--- src/rtl/clkmgr_pkg.sv ---
package clkmgr_pkg;
  localparam int ADDR_W = 13;
  localparam int IDX_W  = ADDR_W - 2;
  localparam int KEY_W  = 8;

  // key carried in the top byte of every write
  function automatic logic key_match(logic [31:0] data, logic [KEY_W-1:0] key);
    return data[31:32-KEY_W] == key;
  endfunction

  function automatic logic [31:0] strip_key(logic [31:0] data);
    return {{KEY_W{1'b0}}, data[31-KEY_W:0]};
  endfunction

  function automatic logic pll_locked(logic pwrdn, logic anarst);
    return !pwrdn && !anarst;
  endfunction
endpackage

--- src/rtl/clkmgr_access_check.sv ---
module clkmgr_access_check
  import clkmgr_pkg::*;
#(
  parameter int          NUM_REGS = 32,
  parameter logic [7:0]  KEY      = 8'h5A
) (
  input  logic [ADDR_W-1:0] addr,
  input  logic [3:0]        be,
  input  logic [31:0]       wdata,
  output logic              legal,
  output logic              key_ok,
  output logic              in_range,
  output logic [IDX_W-1:0]  index
);
  assign index    = addr[ADDR_W-1:2];
  assign legal    = (be == 4'hF) && (addr[1:0] == 2'b00);
  assign key_ok   = key_match(wdata, KEY);
  assign in_range = 32'(index) < NUM_REGS;
endmodule

--- src/rtl/clkmgr_lock_compose.sv ---
module clkmgr_lock_compose
  import clkmgr_pkg::*;
#(
  parameter int NUM_PLL    = 5,
  parameter int LOCK_LSB   = 8,
  parameter int ANARST_BIT = 8,
  parameter int PWRDN_BIT  = 16
) (
  input  logic [NUM_PLL-1:0][31:0] cm_words,
  input  logic [NUM_PLL-1:0][31:0] ana_words,
  output logic [31:0]              lock_word
);
  logic [NUM_PLL-1:0] locked;

  for (genvar p = 0; p < NUM_PLL; p++) begin : g_pll
    assign locked[p] = pll_locked(ana_words[p][PWRDN_BIT], cm_words[p][ANARST_BIT]);
  end

  assign lock_word = 32'(locked) << LOCK_LSB;
endmodule

--- src/rtl/clkmgr_regfile.sv ---
module clkmgr_regfile #(
  parameter int NUM_REGS  = 32,
  parameter int NUM_PLL   = 5,
  parameter int CM_BASE   = 8,
  parameter int ANA_BASE  = 16,
  parameter int PWRDN_BIT = 16,
  localparam int SEL_W    = $clog2(NUM_REGS)
) (
  input  logic                     clk,
  input  logic                     rst_n,
  input  logic                     wr_en,
  input  logic [SEL_W-1:0]         wr_sel,
  input  logic [31:0]              wr_data,
  input  logic [SEL_W-1:0]         rd_sel,
  output logic [31:0]              rd_word,
  output logic [NUM_PLL-1:0][31:0] cm_words,
  output logic [NUM_PLL-1:0][31:0] ana_words
);
  localparam logic [31:0] ANA_RST = 32'(1) << PWRDN_BIT;

  function automatic logic [31:0] reset_value(int i);
    return (i >= ANA_BASE && i < ANA_BASE + NUM_PLL) ? ANA_RST : 32'h0;
  endfunction

  logic [31:0] regs [NUM_REGS];

  always_ff @(posedge clk) begin
    if (!rst_n) begin
      for (int i = 0; i < NUM_REGS; i++) regs[i] <= reset_value(i);
    end else if (wr_en) begin
      regs[wr_sel] <= wr_data;
    end
  end

  assign rd_word = regs[rd_sel];

  for (genvar p = 0; p < NUM_PLL; p++) begin : g_taps
    assign cm_words[p]  = regs[CM_BASE + p];
    assign ana_words[p] = regs[ANA_BASE + p];
  end

  // the top level must never hand a key byte to storage
  a_r3_key_stripped: assert property (@(posedge clk) disable iff (!rst_n)
    wr_en |-> (wr_data[31:24] == 8'h00));
endmodule

--- src/rtl/clkmgr_regs.sv ---
module clkmgr_regs
  import clkmgr_pkg::*;
#(
  parameter int         NUM_PLL    = 5,
  parameter int         NUM_REGS   = 32,
  parameter logic [7:0] KEY        = 8'h5A,
  parameter int         LOCK_IDX   = 2,
  parameter int         LOCK_LSB   = 8,
  parameter int         CM_BASE    = 8,
  parameter int         ANA_BASE   = 16,
  parameter int         ANARST_BIT = 8,
  parameter int         PWRDN_BIT  = 16
) (
  input  logic               clk,
  input  logic               rst_n,
  input  logic               req_valid,
  output logic               req_ready,
  input  logic               req_write,
  input  logic [12:0]        req_addr,
  input  logic [3:0]         req_be,
  input  logic [31:0]        req_wdata,
  output logic               rsp_valid,
  output logic               rsp_err,
  output logic [31:0]        rsp_rdata,
  output logic               wr_stb,
  output logic [10:0]        wr_index,
  output logic [NUM_PLL-1:0] pll_upd
);
  localparam int SEL_W = $clog2(NUM_REGS);

  logic             legal, key_ok, in_range;
  logic [IDX_W-1:0] index;
  logic             take, do_write, do_read;
  logic [31:0]      stored_word, lock_word, read_val;
  logic [NUM_PLL-1:0][31:0] cm_words, ana_words;
  logic [NUM_PLL-1:0] upd_hit;

  clkmgr_access_check #(.NUM_REGS(NUM_REGS), .KEY(KEY)) u_check (
    .addr(req_addr), .be(req_be), .wdata(req_wdata),
    .legal(legal), .key_ok(key_ok), .in_range(in_range), .index(index)
  );

  assign req_ready = 1'b1;
  assign take      = req_valid && req_ready;
  assign do_write  = take && req_write && legal && key_ok && in_range;
  assign do_read   = take && !req_write && legal;

  clkmgr_regfile #(
    .NUM_REGS(NUM_REGS), .NUM_PLL(NUM_PLL), .CM_BASE(CM_BASE),
    .ANA_BASE(ANA_BASE), .PWRDN_BIT(PWRDN_BIT)
  ) u_store (
    .clk(clk), .rst_n(rst_n),
    .wr_en(do_write), .wr_sel(index[SEL_W-1:0]), .wr_data(strip_key(req_wdata)),
    .rd_sel(index[SEL_W-1:0]), .rd_word(stored_word),
    .cm_words(cm_words), .ana_words(ana_words)
  );

  clkmgr_lock_compose #(
    .NUM_PLL(NUM_PLL), .LOCK_LSB(LOCK_LSB),
    .ANARST_BIT(ANARST_BIT), .PWRDN_BIT(PWRDN_BIT)
  ) u_lock (
    .cm_words(cm_words), .ana_words(ana_words), .lock_word(lock_word)
  );

  always_comb begin
    if (!in_range)                     read_val = 32'h0;
    else if (32'(index) == LOCK_IDX)   read_val = lock_word;
    else                               read_val = stored_word;
  end

  for (genvar p = 0; p < NUM_PLL; p++) begin : g_upd
    assign upd_hit[p] = do_write && (32'(index) == CM_BASE + p);
  end

  always_ff @(posedge clk) begin
    if (!rst_n) begin
      rsp_valid <= 1'b0;
      rsp_err   <= 1'b0;
      rsp_rdata <= 32'h0;
      wr_stb    <= 1'b0;
      wr_index  <= '0;
      pll_upd   <= '0;
    end else begin
      rsp_valid <= take;
      rsp_err   <= take && !legal;
      rsp_rdata <= do_read ? read_val : 32'h0;
      wr_stb    <= do_write;
      wr_index  <= do_write ? index : '0;
      pll_upd   <= upd_hit;
    end
  end

  a_r10_one_response: assert property (@(posedge clk) disable iff (!rst_n)
    req_valid |=> rsp_valid);
  a_r4_error_blocks_write: assert property (@(posedge clk) disable iff (!rst_n)
    rsp_err |-> !wr_stb && (rsp_rdata == 32'h0));
  a_r8_single_pll: assert property (@(posedge clk) disable iff (!rst_n)
    $onehot0(pll_upd));
  a_r8_upd_is_write: assert property (@(posedge clk) disable iff (!rst_n)
    (|pll_upd) |-> wr_stb);
  a_r9_strobe_in_response: assert property (@(posedge clk) disable iff (!rst_n)
    wr_stb |-> rsp_valid && !rsp_err);
endmodule

--- config.mk ---
export PLATFORM = sky130hd
export DESIGN_NAME = clkmgr_regs
export DESIGN_NICKNAME = d
export VERILOG_FILES = /design/src/rtl/clkmgr_pkg.sv /design/src/rtl/clkmgr_access_check.sv /design/src/rtl/clkmgr_lock_compose.sv /design/src/rtl/clkmgr_regfile.sv /design/src/rtl/clkmgr_regs.sv
export SDC_FILE = /design/constraint.sdc
export NUM_CORES = 1
export LEC_CHECK = 0
export BUFFER_PORTS_ARGS = -buffer_cell sky130_fd_sc_hd__clkbuf_2
export CAP_MARGIN = 20
export CORE_UTILIZATION = 38
export CTS_CLUSTER_SIZE = 12
export DETAILED_ROUTE_END_ITERATION = 10
export PLACE_DENSITY_LB_ADDON = 0.05
export SLEW_MARGIN = 5
export SYNTH_ARGS = -nofsm -noshare
export SYNTH_HDL_FRONTEND = slang
export SYNTH_HIERARCHICAL = 1
export SYNTH_SLANG_ARGS = --single-unit
--- constraint.sdc ---
create_clock -name clk -period 4.9 [get_ports clk]
set_input_delay 0.245 -clock clk [delete_from_list [all_inputs] [get_ports clk]]
set_output_delay 0.245 -clock clk [all_outputs]
set_load 0.005 [all_outputs]
# Word-level counts from Yosys, hierarchy flattened
# Memory sizes are Yosys's and may differ from the RTL's.
# Index checks and enable logic that the tools add are counted.
# W data, S select, Z words.
classes:
  order_cmp: 1
  n_eq_ne: 8
  mux: 8
  bitwise: 3
  reduce_logical: 35
ops:
  columns: ["operator", "count"]
  rows:
  - ["$eq A11 B4 Y1 const B", 5]
  - ["$mux W24", 1]
  - ["$reduce_or A24 Y1", 1]
  - ["$logic_and A1 B1 Y1", 18]
  - ["$mux W13", 1]
  - ["$logic_not A1 Y1", 12]
  - ["$eq A11 B2 Y1 const B", 1]
  - ["$lt A11 B6 Y1 const B", 1]
  - ["$eq A8 B7 Y1 const B", 1]
  - ["$mux W1", 5]
  - ["$mux W5", 1]
  - ["$eq A4 B4 Y1 const B", 1]
  - ["$reduce_or A4 Y1", 1]
  - ["$not A1 Y1", 3]
  - ["$reduce_and A3 Y1", 1]
  - ["$logic_not A2 Y1", 1]
  - ["$reduce_and A2 Y1", 1]
totals:
  ff_bits: 51
  ram_bits: 768
  out_inout_bits: 52
  n_memories: 1
memory_table:
  columns: ["memory", "depth", "width", "rd", "rd_ports_with_merged_regs", "wr", "line", "source"]
  rows:
  - ["u_store.regs", 32, 24, 11, 0, 32, "clkmgr_regfile.sv:25", "logic [31:0] regs [NUM_REGS];"]

# Logic depth before layout (Yosys ltp)
# Gate-level depths: netlist (run 1).
logic_depth:
  depth_word: 10
  depth_mapped: 12

# Modules after synthesis
# The synthesis (run 1) kept the hierarchy.
modules_own_cells:
  columns: ["mod", "n_inst", "cells_each", "area_per_inst_um2", "seq_area_each_um2"]
  rows:
  - ["clkmgr_regfile", 1, 3490, 47230.3, 30749.5]
  - ["clkmgr_regs", 1, 213, 2014.4, 1021.0]
  - ["clkmgr_lock_compose", 1, 33, 225.2, 0.0]
  - ["clkmgr_access_check", 1, 19, 143.9, 0.0]

# Worst setup path after synthesis (run 1)
# OpenSTA, ideal clock, no wires.
synth_path:
  kind: "input-to-reg"
  startpoint: "input req_addr[9]"
  endpoint: "memory u_store/regs[12][0] (netlist bit), enable pin"
  t_arrival_ns: 4.496
  path_slack_ns: -0.062
  path_stages: 10
  cell_sequence: "or4_4 -> nor3_2 -> and4_1 -> clkbuf_1 -> and2_1 -> nand2_1 -> or3_1 -> buf_4 -> buf_6 -> o21ai_0"
synth_lines:
  columns: ["item", "line", "source"]
  rows:
  - ["start: declaration", "clkmgr_regs.sv:19", "input logic [12:0] req_addr,"]
  - ["end: declaration", "clkmgr_regfile.sv:25", null]

==> results of run 1 <==
[per-layer routing]
layer / wire length, um / share of wire / up-vias / GRT usage
met4: 3379 / 0.021 / 0 / 0.06503
met5: 0 / 0 / - / 0
li1: - / - / 13522 / -
met3: 11630 / 0.071 / 163 / 0.04994
met1: 73470 / 0.45 / 15519 / 0.3474
met2: 74410 / 0.46 / 1053 / 0.3856
[power groups by stage]
stage | Clock (uW) | Combinational, uW | Sequential [uW]
6_report | 9200 | 1630 | 10600
5_1_grt | 9730 | 1710 | 10600
4_1_cts | 9380 | 1610 | 10600
3_5_place_dp | 0 | 1600 | 10800
3_3_place_gp | 0 | 1590 | 10800
2_1_floorplan | 0 | 884 | 10800
[worst paths after layout]
kind,end,startpoint,slack (ps)
setup / recovery,u_store/regs[14][13]$_SDFFCE_PN0P_,req_addr[9],1030
hold / removal,wr_index[0]$_SDFF_PN0_,req_addr[0],170
setup reg to reg,rsp_rdata[29]$_SDFF_PN0_,u_store/regs[7][29]$_SDFFCE_PN0P_,2510
hold reg to reg,rsp_rdata[9]$_SDFF_PN0_,u_store/regs[9][8]$_SDFFCE_PN0P_,620
[state kept, by name, indices dropped and copies added (netlist names)]
register	count
pll_upd	5
rsp_err	1
rsp_rdata	32
rsp_valid	1
u_store/regs	1024
wr_index	11
wr_stb	1
[worst max-delay path, delay by kind of cell]
family                 cells  cell delay (ps)
AND/OR/NAND/NOR            5             2120
buffers and inverters      3             1060
AO/OA/AOI/OAI              1              860
[cell usage in the layout, fill, tap and decap left out, drive strengths merged, types with 9 or more instances in the layout]
master	count
diode	14
clkbuf	289
nand3	98
buf	140
a22oi	96
o21ai	32
dfxtp	51
nor3	35
clkinv	25
nor2	43
a21oi	128
o31ai	32
and3	9
nand2	105
mux2i	512
conb	68
a31oi	32
dlygate4sd3	14
nand4	34
edfxtp	1024
and2	1021
a22o	64
[kinds of logic (layout without fill, tap and decap cells)]
family / count (synthesis) / in the layout / synth area share
other: 3 / 82 / 0.0002270
flip-flops: 1075 / 1075 / 0.6404
AND/OR/NAND/NOR: 1382 / 1382 / 0.1656
multiplexers: 512 / 512 / 0.1033
buffers and inverters: 399 / 483 / 0.03972
AO/OA/AOI/OAI: 384 / 384 / 0.05084
[final cells by class]
cell class | count | area, um2 | share of cell area
Tap cell | 1742 | 2180 | 0.03854
Timing Repair Buffer | 255 | 1999 | 0.03535
Clock buffer | 188 | 3690 | 0.06524
Inverter | 3 | 11.26 | 0.0001991
Clock inverter | 37 | 307.8 | 0.005442
Multi-Input combinational cell | 2346 | 16570 | 0.2929
Antenna cell | 14 | 35.03 | 0.0006194
Sequential cell | 1075 | 31770 | 0.5617
[through the flow]
stage | util | setup TNS [ps]
final | 0.4368 | 0
after global routing | 0.4365 | 0
after CTS | 0.4363 | 0
after detailed placement | 0.4044 | 0
after global placement | 0.4044 | 0
after floorplan | - | -15160
==> run metrics, run 1 <==
worst path cell trace dlygate4sd3_1, clkbuf_2, or4_4, nor3_2, and4_1, and2_1, nand4b_2, o21ai_4, buf_4; Setup WS pre-CTS 816.9 ps; fin crit period 3866 ps; clock-pin slew on the worst setup and hold paths 50 ps; Post-synth EDFFs 1024; DR vias 30257; Initial DRT Pass Iterations 5; Synth area leader edfxtp_1; worst hold slack 166.5 ps; Switch Pwr 5045 uW; ranking of synthesized cells by area edfxtp_1, and2_1, mux2i_1; CP startpoint kind input port; slowest cell on the critical path o21ai_4; Crit path required time 5350 ps; Die Ht 363.3 um; Yosys top cell area share 0.6198; vias per std cell 5.346; Int Pwr 16380 uW; sequential fraction of the synthesis area 0.6404; Global Route Usage Sum 0.2463; vias in the first global route 29895; fmax 258.7 MHz; synth unique cells 44; Core ar. 0.1295 mm2; crit share post-route 0.7890; dpl cell area 0.05236 mm2; CTS sink cnt 1075; Slew Limit Fails 0; Worst VDD drop 0.3907 mV; syn_area_per_cell 13.21 um2; Synth async-reset ratio 0; CTS tree done; cell count after placement 5406; count leader, synth edfxtp_1; Pleak 0.02105 uW; Tot Pwr 21420 uW; instance count of the mapped netlist 3755; clk_lat worst skew 760 ps; post-DP HPWL 98700 um; filler cell count 11701; area grow syn2layout 14.00%; Fin Clk Skew 21.97 ps; CTS Buf Count 131; Clock Path Buffers 3; Die ar. 0.1320 mm2; CP Data Arrival Time 4320 ps; CTS Root Cell clkbuf_16; # Post-CTS Setup Buffers 0; FF-to-FF path depth 7; YS warnings 6; RSZ-0062 raised after global routing no; initial antenna violation count 19; Final Worst Setup Slack 1034 ps; final WL 162900 um; number of hold buffers added after CTS 14; final setup violation count 0; First DRT Iteration DRCs 3040; slowest stage delay, CP 860 ps; Final Non-Filler Cells 5660; Post-DRT Antenna Nets 0; combinational cell fraction of total power 0.076; port bufs 103; die width 363.3 um; Yosys reg bits 1075; # rows 132; layout cells sized above 1 0.1224; Worst Path Class, Setup in -> reg; Top-Level Pins 105; Initial Util 0.3832; Critical Path End Type register; Flop pwr share 0.494; Hold Path Stages 4; grt total ovfl 0; cell area after layout 0.05656 mm2; WL per Instance 28.78 um; first-pass GRT wire length 227600 um; Sw Share 0.2355; Slew headroom 0.2177; RePlAce Congestion 0.8483; fin nets 3865; Synth Cell Area 0.04961 mm2; Slew @ Worst Pin 1173 ps; Hold Path Class in -> reg; H-tree depth 4; largest net degree at the start of global routing 85; # DRC 0; Post-synth top cells edfxtp_1, and2_1, mux2i_1, clkbuf_1, a21oi_1; status finished clean; Crit Path Max Fanout 16; clock share of power 0.429; PwrDens 378.7 mW/mm2; post-cts resize count 0; final hold vios 0; Max Cap Violations 0; Synth Flop Type edfxtp_1
Note: power is estimated with default switching activity, not from simulation.
==> inputs of run 2 (changes only) <==
==> constraint.sdc (replaced) <==
create_clock -name clk -period 3.9 [get_ports clk]
set_input_delay 0.195 -clock clk [delete_from_list [all_inputs] [get_ports clk]]
set_output_delay 0.195 -clock clk [all_outputs]
set_load 0.005 [all_outputs]
==> run 2 against run 1 <==
Net effect: register-to-register slack worse by 980 ps; largest cell class unchanged; clock power up 26%; sequential share of layout area down 0.47 points; setup slack worse by 510 ps; global-route usage down 0.23 points; critical path depth up 3; non-clock buffer count up 39; clock-buffer cell count down 21; largest power group unchanged; design area up 0.85%; cell count up 0.71%.
==> run metrics, run 2 (synthesized netlist as in run 1, its figures left out) <==
filler cell count 11745 (was 11701); Largest register FFs 1024 (unchanged); Die Ht 363.3 um (unchanged); # DRC 0 (unchanged); PwrDens 472.9 mW/mm2 (was 378.7 mW/mm2); die width 363.3 um (unchanged); largest register by flop count u_store/regs (unchanged); fin nets 3904 (was 3865); post-DP HPWL 99070 um (was 98700 um); Critical Path End Type register (unchanged); grt total ovfl 0 (unchanged); H-tree depth 4 (unchanged); vias per std cell 5.316 (was 5.346); DR vias 30303 (was 30257); Fin Clk Skew 34.69 ps (was 21.97 ps); largest net degree at the start of global routing 86 (was 85); clk_lat worst skew 760 ps (about the same); initial antenna violation count 16 (was 19); CP startpoint kind input port (unchanged); RSZ-0062 raised after global routing no (unchanged); Core ar. 0.1295 mm2 (unchanged); Tot Pwr 26980 uW (was 21420 uW); Slew Limit Fails 0 (unchanged); clock-pin slew on the worst setup and hold paths 60 ps (was 50 ps); # rows 132 (unchanged); Core Util, Final 0.4405 (was 0.4368); Max Cap Violations 0 (unchanged); Final Worst Setup Slack 527.3 ps (was 1034 ps); flop2flop setup slack 1530 ps (was 2510 ps); Post-DRT Antenna Nets 0 (unchanged); Initial Util 0.3832 (unchanged); Pleak 0.02134 uW (was 0.02105 uW); RePlAce Congestion 0.8081 (was 0.8483); fmax 296.5 MHz; First DRT Iteration DRCs 2920 (was 3040); first-pass GRT wire length 226500 um (was 227600 um); # Post-CTS Setup Buffers 0 (unchanged); Die ar. 0.1320 mm2 (unchanged); final WL 161000 um (was 162900 um); Crit path required time 4300 ps (was 5350 ps); Global Route Usage Sum 0.2440 (was 0.2463); final hold vios 0 (unchanged); port bufs 103 (unchanged); Worst Path Class, Setup in -> reg (unchanged); final setup violation count 0 (unchanged); commonest non-fill, non-tap cell in the layout edfxtp_1 (unchanged); Slew headroom 0.2346 (was 0.2177); Crit Path Max Fanout 21 (was 16); Top-Level Pins 105 (unchanged); status finished clean (unchanged); area grow syn2layout 14.97% (was 14.00%); Setup WS pre-CTS 555.0 ps (was 816.9 ps); CTS Buf Count 131 (unchanged); Slew @ Worst Pin 1148 ps (was 1173 ps); Clock Path Buffers 3 (unchanged); commonest cells after routing, fill and taps aside edfxtp_1, and2_1, mux2i_1, buf_4, clkbuf_16 (was edfxtp_1, and2_1, mux2i_1, clkbuf_16, a21oi_1); CTS Root Cell clkbuf_16 (unchanged); CTS sink cnt 1075 (unchanged); WL per Instance 28.24 um (was 28.78 um); Setup Total Neg Slack 0 ps (unchanged); CTS tree done (unchanged); Worst VDD drop 0.3668 mV (was 0.3907 mV); fin crit period 3373 ps; largest registers u_store/regs: 1024 flops, rsp_rdata: 32 flops, wr_index: 11 flops (unchanged); crit share post-route 0.8648; Hold Path Class in -> reg (unchanged); vias in the first global route 30204 (was 29895); CP Data Arrival Time 3770 ps (was 4320 ps); Initial DRT Pass Iterations 5 (unchanged); layout cells sized above 1 0.1348 (was 0.1224)
[run 2: where the power goes]
part	internal (uW)	leakage, uW	total (uW)	switching, uW
sequential	13100	0.0101	13300	153
clock	6770	0.00198	11600	4820
combinational	608	0.00923	2080	1480
[run 2: layout make-up]
class                   instances  area, um2  share of cell area
flip-flops and latches       1075      31770              0.5570
repair buffers                294       2442             0.04282
inverters                       3      11.26           0.0001974
diodes                         11      27.53           0.0004826
multi-input cells            2346      16570              0.2904
clock buffers                 167       3558             0.06238
clock inverters                62      485.5            0.008511
well taps                    1742       2180             0.03821
[run 2: worst max-delay path, cell delays in order]
cell           delay (ps)
dlygate4sd3_1         530
clkbuf_2              100
nor4_1                260
dlygate4sd3_1         590
buf_4                 120
and4_1                290
and2_1                340
nand2_1               140
or3_1                 380
buf_4                 240
o21ai_4               170
buf_4                 360
[run 2: through the flow]
stage	cells	hold slack [ps]	cell area, um2
CTS	5688	38.11	57000
global route	5689	71.82	57010
finish	5700	58.88	57040
global placement	5445	495.1	52820
floorplan	3820	354.7	49900
detailed placement	5445	503.9	52820
[run 2: repair_timing]
action,4_1_cts,5_1_grt
hold endpoints to repair,16,0
resized for setup,0,0
hold buffers,14,0
[run 2: path summary, 6_finish.rpt]
check / startpoint / to / depth (start not counted)
setup / recovery: req_addr[1] / u_store/regs[20][27]$_SDFFCE_PN0P_ / 12
setup reg to reg: u_store/regs[7][29]$_SDFFCE_PN0P_ / rsp_rdata[29]$_SDFF_PN0_ / 8
hold / removal: req_addr[2] / pll_upd[3]$_SDFF_PN0_ / 4
hold reg to reg: u_store/regs[11][8]$_SDFFCE_PN0P_ / rsp_rdata[11]$_SDFF_PN0_ / 3
[run 2: metal layers]
layer | up-vias | wire length [um] | track usage
li1 | 13639 | - | -
met1 | 15546 | 74150 | 0.3486
met2 | 939 | 73600 | 0.3827
met3 | 175 | 9355 | 0.03878
met4 | 4 | 3835 | 0.06917
met5 | - | 21 | 0
